**config.mk**
```make
export PLATFORM = sky130hd
export DESIGN_NAME = nvcmd_seq_decoder
export DESIGN_NICKNAME = d
export VERILOG_FILES = /design/src/rtl/nvcmd_pkg.sv /design/src/rtl/nvcmd_step_compare.sv /design/src/rtl/nvcmd_seq_tracker.sv /design/src/rtl/nvcmd_seq_decoder.sv
export SDC_FILE = /design/constraint.sdc
export NUM_CORES = 1
export LEC_CHECK = 0
export BUFFER_PORTS_ARGS = -buffer_cell sky130_fd_sc_hd__buf_2
export CORE_MARGIN = 2
export CORE_UTILIZATION = 48
export CTS_CLUSTER_DIAMETER = 60
export DETAILED_ROUTE_END_ITERATION = 6
export MAX_ROUTING_LAYER = met4
export PLACE_DENSITY_LB_ADDON = 0.05
export SYNTH_ARGS = -nofsm -noshare
export SYNTH_HDL_FRONTEND = slang
export SYNTH_SLANG_ARGS = --single-unit
```
**constraint.sdc**
```tcl
create_clock -name clk -period 2.52 [get_ports clk]
set_input_delay 0.252 -clock clk [delete_from_list [all_inputs] [get_ports clk]]
set_output_delay 0.252 -clock clk [all_outputs]
set_load 0.05 [all_outputs]
```
**src/rtl/nvcmd_pkg.sv**
```systemverilog
// Package: shared defaults for the command sequence decoder.
// Step 0 of each series sits in the least significant address slot.
package nvcmd_pkg;
    localparam int ADDR_W_DEF  = 13;
    localparam int SEQ_LEN_DEF = 6;
    localparam int CMD_RECALL  = 0;
    localparam int CMD_STORE   = 1;
    localparam int CMD_COUNT   = 2;

    localparam logic [SEQ_LEN_DEF*ADDR_W_DEF-1:0] RECALL_SEQ_DEF =
        {13'h0F0E, 13'h10F0, 13'h1FFF, 13'h0AAA, 13'h1555, 13'h0000};
    localparam logic [SEQ_LEN_DEF*ADDR_W_DEF-1:0] STORE_SEQ_DEF =
        {13'h0F0F, 13'h10F0, 13'h1FFF, 13'h0AAA, 13'h1555, 13'h0000};
endpackage

```
**src/rtl/nvcmd_step_compare.sv**
```systemverilog
// Module: nvcmd_step_compare
// Compares an access address with the series entry chosen by the current
// progress index, and with the series' first entry.
// Assumes idx never exceeds STEPS-1; a larger idx matches nothing.
module nvcmd_step_compare #(
    parameter int AW    = 13,
    parameter int STEPS = 6,
    parameter int IW    = 3,
    parameter logic [STEPS*AW-1:0] SEQ = '0
) (
    input  logic [AW-1:0] addr,
    input  logic [IW-1:0] idx,
    output logic          hit_next,
    output logic          hit_first
);
    logic [AW-1:0] expected;

    // Select the address expected at the current step.
    always_comb begin
        expected = '0;
        for (int i = 0; i < STEPS; i++) begin
            if (idx == IW'(i)) expected = SEQ[i*AW +: AW];
        end
    end

    assign hit_next  = (addr == expected) && (idx < IW'(STEPS));
    assign hit_first = (addr == SEQ[AW-1:0]);
endmodule

```
**src/rtl/nvcmd_seq_tracker.sv**
```systemverilog
// Module: nvcmd_seq_tracker
// Tracks progress through one fixed series of read addresses and emits a
// registered one-cycle pulse when the last step matches and fire_en is high.
// Assumes acc_* describe at most one completed access per cycle.
module nvcmd_seq_tracker #(
    parameter int AW    = 13,
    parameter int STEPS = 6,
    parameter logic [STEPS*AW-1:0] SEQ = '0
) (
    input  logic          clk,
    input  logic          rst_n,
    input  logic          acc_valid,
    input  logic          acc_is_read,
    input  logic [AW-1:0] acc_addr,
    input  logic          busy,
    input  logic          fire_en,
    output logic          hit
);
    localparam int IW = (STEPS > 1) ? $clog2(STEPS) : 1;
    localparam logic [IW-1:0] LAST_IDX = IW'(STEPS - 1);

    logic [IW-1:0] idx_q;
    logic          hit_next;
    logic          hit_first;

    nvcmd_step_compare #(
        .AW(AW), .STEPS(STEPS), .IW(IW), .SEQ(SEQ)
    ) cmp_i (
        .addr      (acc_addr),
        .idx       (idx_q),
        .hit_next  (hit_next),
        .hit_first (hit_first)
    );

    // Advance, restart or fire on each accepted access.
    always_ff @(posedge clk) begin
        if (!rst_n) begin
            idx_q <= '0;
            hit   <= 1'b0;
        end else begin
            hit <= 1'b0;
            if (busy) begin
                idx_q <= '0;
            end else if (acc_valid) begin
                if (!acc_is_read) begin
                    idx_q <= '0;
                end else if (hit_next) begin
                    if (idx_q == LAST_IDX) begin
                        idx_q <= '0;
                        hit   <= fire_en;
                    end else begin
                        idx_q <= idx_q + 1'b1;
                    end
                end else if (hit_first) begin
                    idx_q <= IW'(1);
                end else begin
                    idx_q <= '0;
                end
            end
        end
    end
endmodule

```
**src/rtl/nvcmd_seq_decoder.sv**
```systemverilog
// Module: nvcmd_seq_decoder (top)
// Decodes the recall and store read-address series in parallel and emits
// one-cycle request pulses. Store completion is gated by supply_ok.
// Assumes the two series differ in at least their final address.
module nvcmd_seq_decoder #(
    parameter int AW    = nvcmd_pkg::ADDR_W_DEF,
    parameter int STEPS = nvcmd_pkg::SEQ_LEN_DEF,
    parameter logic [STEPS*AW-1:0] RECALL_SEQ = nvcmd_pkg::RECALL_SEQ_DEF,
    parameter logic [STEPS*AW-1:0] STORE_SEQ  = nvcmd_pkg::STORE_SEQ_DEF
) (
    input  logic          clk,
    input  logic          rst_n,
    input  logic          acc_valid,
    input  logic          acc_is_read,
    input  logic [AW-1:0] acc_addr,
    input  logic          supply_ok,
    input  logic          busy,
    output logic          store_req,
    output logic          recall_req
);
    logic [nvcmd_pkg::CMD_COUNT-1:0] hit_vec;

    for (genvar c = 0; c < nvcmd_pkg::CMD_COUNT; c++) begin : g_cmd
        localparam logic [STEPS*AW-1:0] SEQ_SEL =
            (c == nvcmd_pkg::CMD_STORE) ? STORE_SEQ : RECALL_SEQ;
        logic fire_en;

        // Only the store series depends on a good supply.
        assign fire_en = (c == nvcmd_pkg::CMD_STORE) ? supply_ok : 1'b1;

        nvcmd_seq_tracker #(
            .AW(AW), .STEPS(STEPS), .SEQ(SEQ_SEL)
        ) trk_i (
            .clk         (clk),
            .rst_n       (rst_n),
            .acc_valid   (acc_valid),
            .acc_is_read (acc_is_read),
            .acc_addr    (acc_addr),
            .busy        (busy),
            .fire_en     (fire_en),
            .hit         (hit_vec[c])
        );
    end

    assign recall_req = hit_vec[nvcmd_pkg::CMD_RECALL];
    assign store_req  = hit_vec[nvcmd_pkg::CMD_STORE];
endmodule

```
Word level (Yosys, flattened, before mapping)
Index checks and enable logic that the tools add are counted.
{ "op_classes": {"add_sub_neg": 2, "n_lt_le_gt_ge": 2, "n_eq_ne": 12, "n_mux": 18, "bitwise_logic": 6, "n_reduce_logical": 6} }
{ "ops": {"columns": ["operator", "count"], "rows": [
  ["13-bit two-way mux", 10],
  ["13-bit == test", 2],
  ["3-bit two-way mux", 6],
  ["13-bit logical NOT", 1],
  ["3-bit by 2-bit == test with 1-bit output (second input constant)", 4],
  ["3-bit == test (second input constant)", 4],
  ["3-bit by 1-bit adder with 3-bit output (second input constant)", 2],
  ["3-bit by 1-bit == test with 1-bit output (second input constant)", 2],
  ["3-bit less-than comparator (second input constant)", 2],
  ["1-bit inverter", 6],
  ["6-bit OR reduction", 1],
  ["5-bit OR reduction", 1],
  ["1-bit logical AND", 2],
  ["1-bit two-way mux", 2],
  ["2-bit OR reduction", 1]
]} }
{ "word_totals": {"register_bits": 8, "inputBits": 19, "output_inout_bits": 2} }

Longest topological paths before layout
{ "depth": {"ltp_word": 10, "depth_mapped": 10, "mapped_depth_nobuf": 8} }

By module
A second synthesis with hierarchy kept.
{ "hier_totals": {"hier_cells": 121, "area_unflattened_um2": 903.4} }
{ "modules_own_cells": {"columns": ["mod", "instances", "cells_each", "area_per_inst_um2", "seq_area_each_um2"], "rows": [
  ["nvcmd_seq_tracker", 2, 21, 192.7, 80.1],
  ["nvcmd_step_compare (g_cmd[0].trk_i.cmp_i)", 1, 40, 266.5, 0.0],
  ["nvcmd_step_compare (g_cmd[1].trk_i.cmp_i)", 1, 38, 247.7, 0.0],
  ["nvcmd_seq_decoder", 1, 1, 3.8, 0.0]
]} }

Worst setup path before layout
No wires, ideal clock.
{ "synth_timing": {"kind": "register -> register", "startpoint": "register g_cmd[0].trk_i.idx_q[2]", "endpoint": "register g_cmd[0].trk_i.idx_q[0]", "setup_ns": 0.126, "t_arrival_ns": 2.221, "required_time_ns": 2.394, "slack_ns": 0.173, "path_stages_with_launch": 11, "path_buffers": 2, "synth_period_minus_slack_ns": 2.347, "path_cell_list": "dfxtp_1 > buf_2 > inv_1 > ha_1 > buf_6 > nor2b_4 > a2111o_1 > a222oi_1 > a21boi_2 > and2_1 > o211ai_1"} }
{ "synth_via": {"elab_chain_len": 10} }
{ "synth_lines": {"columns": ["item", "line", "rtl"], "rows": [
  ["start: declaration", "nvcmd_seq_tracker.sv:22", "logic [IW-1:0] idx_q;"],
  ["start signal: assignment", "nvcmd_seq_tracker.sv:52", "idx_q <= idx_q + 1'b1;"],
  ["3-bit by 1-bit == test with 1-bit output", "nvcmd_step_compare.sv:22", "if (idx == IW'(i)) expected = SEQ[i*AW +: AW];"],
  ["13-bit two-way mux (5 in series)", "nvcmd_step_compare.sv:22", null],
  ["13-bit == test", "nvcmd_step_compare.sv:26", "assign hit_next = (addr == expected) && (idx < IW'(STEPS));"],
  ["1-bit logical AND", "nvcmd_step_compare.sv:26", null],
  ["3-bit two-way mux (*)", "nvcmd_seq_tracker.sv:47", "end else if (hit_next) begin"],
  ["3-bit two-way mux (*)", "nvcmd_seq_tracker.sv:45", "if (!acc_is_read) begin"]
]} }
Every way passes the cells marked *; elsewhere a longest branch is shown, timed or not.
A chain may end at the register's enable or synchronous reset.

Worst setup path after layout
{ "layout_timing": {"startpoint": "register g_cmd[1].trk_i.idx_q[1]", "endpoint": "register g_cmd[1].trk_i.idx_q[2]"} }
{ "layout_via": {"elab_chain_len": 10} }
{ "layout_lines": {"columns": ["item", "line"], "rows": [
  ["start: declaration", "nvcmd_seq_tracker.sv:22"],
  ["start signal: assignment", "nvcmd_seq_tracker.sv:52"],
  ["3-bit by 1-bit == test with 1-bit output", "nvcmd_step_compare.sv:22"],
  ["13-bit two-way mux (5 in series)", "nvcmd_step_compare.sv:22"],
  ["13-bit == test", "nvcmd_step_compare.sv:26"],
  ["1-bit logical AND", "nvcmd_step_compare.sv:26"],
  ["3-bit two-way mux (*)", "nvcmd_seq_tracker.sv:47"],
  ["3-bit two-way mux (*)", "nvcmd_seq_tracker.sv:45"]
]} }
Marked as above.

==> results.txt <==
run status - finished clean
clk buf depth - 2
DR WL met2 - 1078 um
P_sw - 0.06924 mW
vias post-DR - 1049
Buf/Inv on CP - 0
cells on worst reg2reg path - 8
worst-margin pin slew - 0.4589 ns
Worst EP required - 2.71 ns
CP Capture Type - register
top sig layer - met4
die width - 49.06 um
Rel. slew slack - 69.17%
critical path arrival - 2.54 ns
Post-CTS Hold Buffers - 0
H-Tree Depth - 1
R2R setup slack - 0.17 ns
largest net degree at the start of global routing - 14
routed len/inst - 13.49 um
antenna violations before repair - 0
FP Rows - 16
Switching Fraction - 25.55%
later-pin clock latency in the skew report - 0.26 ns
register bit count reported by yosys - 8
post-route cell area - 1125 um2
Worst path slowest cell - or4_1
Distinct cells, synth - 53
first-pass GRT wire length - 4029 um
critical path depth - 8
Setup Crit Path Kind - reg2reg
IR drop worst, VDD - 0.1559 mV
CTS Root Cell - clkbuf_4
Pwr Total - 0.2710 mW
DR iter-0 viols - 53
routability congestion estimate - 0.9449
cell taking the most area after synthesis - dfxtp_1
logic gate share of total power - 17.2%
asr flop ratio synth - 0%
Int Power - 0.2018 mW
area of the die - 2407 um2
Setup crit start kind - register
first drt pass iteration count - 4
Final nets - 170
Max Freq - 426.2 MHz
met3 WL - 168 um
critical path, cell by cell - and2_1, ha_1, o21bai_1, a211oi_2, mux2i_1, o2111ai_2, or4_1, a21oi_1
Max Slew Vio Count - 0
setup TNS - 0 ns
Routed Antenna Nets - 0
main flop type after synthesis - dfxtp_1
Top Family by Delay on Critical Path - compound AO/OA/AOI/OAI gates
Clock Power Share - 36.1%
synthesized cell area - 974.7 um2
max cap viols - 0
initial core utilization - 50.19%
total track usage - 21.67%
DRT Wirelength - 2348 um
placed cell area - 1097 um2
Hold Crit Class - in2reg
sequential power share - 46.7%
Crit path largest cell delay - 0.44 ns
CTS tree - built
Num Clock Sinks - 8
synth warn - 0
Die Y-Extent - 49.06 um
Final setup viols - 0
unrepaired setup endpoints after global routing - false
Synth Area per Inst - 7.736 um2
RR Endpoint - g_cmd[1].trk_i.idx_q[2]
Synth Instances - 126
post-DR vias/cell - 6.029
vias in the first global route - 896
Period minus WS final - 2.346 ns
fin util - 57.93%
ant diodes - 0
crit path max fanout - 10
I/O pins - 21
Synth Net Count - 147
leakage - 0.4132 nW
final hold vios - 0
DRC - 0
Synth area leaders - dfxtp_1, nand2b_1, nand2_1
port bufs - 20
HP Start - supply_ok
PwrDens - 240.9 nW/um2
r2r startpoint - g_cmd[1].trk_i.idx_q[1]
Layout area overhead - 15.40%
sequential area share after synthesis - 16.43%
Hold Path End - g_cmd[1].trk_i.hit
share of the synthesized area in the top cell type - 16.43%
wire length on met1 - 1090 um
number of flops mapped to enable cells by yosys - 0
clock skew - 0.0001444 ns
detailed placement HPWL - 1885 um
gr ovfl total - 0
Clock Pin Slew Worst Setup and Hold Paths - 0.06 ns
core box area - 1942 um2
TritonCTS Buffers - 3
hold path depth - 3
period utilisation layout - 93.10%
share of layout cells above drive strength 1 - 31.29%
-- layout make-up --
cell class / instances / area [um2]
multi-input cells: 104 / 740.7
well taps: 27 / 33.78
fillers: 200 / 817.0
flip-flops and latches: 8 / 160.2
repair buffers: 26 / 145.1
inverters: 6 / 22.52
clock buffers: 3 / 22.52
-- cell usage in the layout, fill, tap and decap left out, types with 4 or more instances in the layout --
cell	n
buf_2	20
nand2_1	10
nand2b_1	8
dfxtp_1	8
inv_1	6
nor2_1	6
buf_4	6
nor3_1	5
and2_1	4
nor4_1	4
nor3b_1	4
-- cells by family (layout without fill, tap and decap cells) --
family	count (synthesis)	in the layout	share of synthesized area, %
and+or+nand+nor	62	62	37.87
muxes	4	4	4.236
AOI/OAI and AO/OA	36	36	30.81
adders and majority gates	2	2	2.567
buffers and inverters	14	35	8.087
DFF	8	8	16.43
-- per-layer routing --
metal  vias to the layer above  global-route usage [%]
li1                        523                       -
met1                       486                   30.43
met2                        38                   32.21
met3                         2                   3.067
met4                         0                   6.190
met5                         -                       -
-- sequential cells by signal, summed over array words and instances (netlist names) --
register and cells:
g_cmd.trk_i.idx_q 6, g_cmd.trk_i.hit 2
-- power groups by stage --
stage | combinational, mW | clock, mW | sequential [mW]
after floorplan | 0.0202 | 0 | 0.129
after global placement | 0.0447 | 0 | 0.129
after detailed placement | 0.0459 | 0 | 0.129
after CTS | 0.0461 | 0.0984 | 0.127
after global routing | 0.0516 | 0.109 | 0.126
final | 0.0466 | 0.0977 | 0.127
-- what timing repair did --
item	in CTS	in global routing
setup endpoints to repair	0	1
setup buffers	0	0
resized for setup	0	1
-- per-stage QoR --
| stage | hold WS (ns) | std cells | setup WS [ns] |
|---|---|---|---|
| floorplan | 0.3703 | 126 | 0.1730 |
| global placement | 0.4935 | 171 | 0.2408 |
| detailed placement | 0.4965 | 171 | 0.1447 |
| CTS | 0.2269 | 174 | 0.1318 |
| global route | 0.2448 | 174 | 0.0007543 |
| finish | 0.2251 | 174 | 0.1739 |
-- worst max path at each step --
stage	start	endpoint	slack (ns)
final	g_cmd[1].trk_i.idx_q[1]	g_cmd[1].trk_i.idx_q[2]	0.17
after global routing	g_cmd[1].trk_i.idx_q[1]	g_cmd[1].trk_i.idx_q[2]	0.0008
after CTS	g_cmd[1].trk_i.idx_q[1]	g_cmd[1].trk_i.idx_q[2]	0.13
after detailed placement	g_cmd[1].trk_i.idx_q[1]	g_cmd[1].trk_i.idx_q[2]	0.14
after global placement	g_cmd[1].trk_i.idx_q[1]	g_cmd[1].trk_i.idx_q[2]	0.24
after floorplan	g_cmd[0].trk_i.idx_q[2]	g_cmd[0].trk_i.idx_q[0]	0.17
-- cell usage after synthesis (all sizes together) (4+ instances only) --
| cell type | count |
|---|---|
| a21o | 4 |
| a21oi | 4 |
| and2 | 4 |
| buf | 8 |
| dfxtp | 8 |
| inv | 6 |
| nand2 | 11 |
| nand2b | 9 |
| nor2 | 6 |
| nor3 | 6 |
| nor3b | 4 |
| nor4 | 5 |
-- worst register-to-register path: stages (launching register included) --
cell	delay (ns)
dfxtp_1	0.39
and2_1	0.19
ha_1	0.24
o21bai_1	0.19
a211oi_2	0.24
mux2i_1	0.24
o2111ai_2	0.20
or4_1	0.45
a21oi_1	0.15
(Power assumes the default switching activity.)
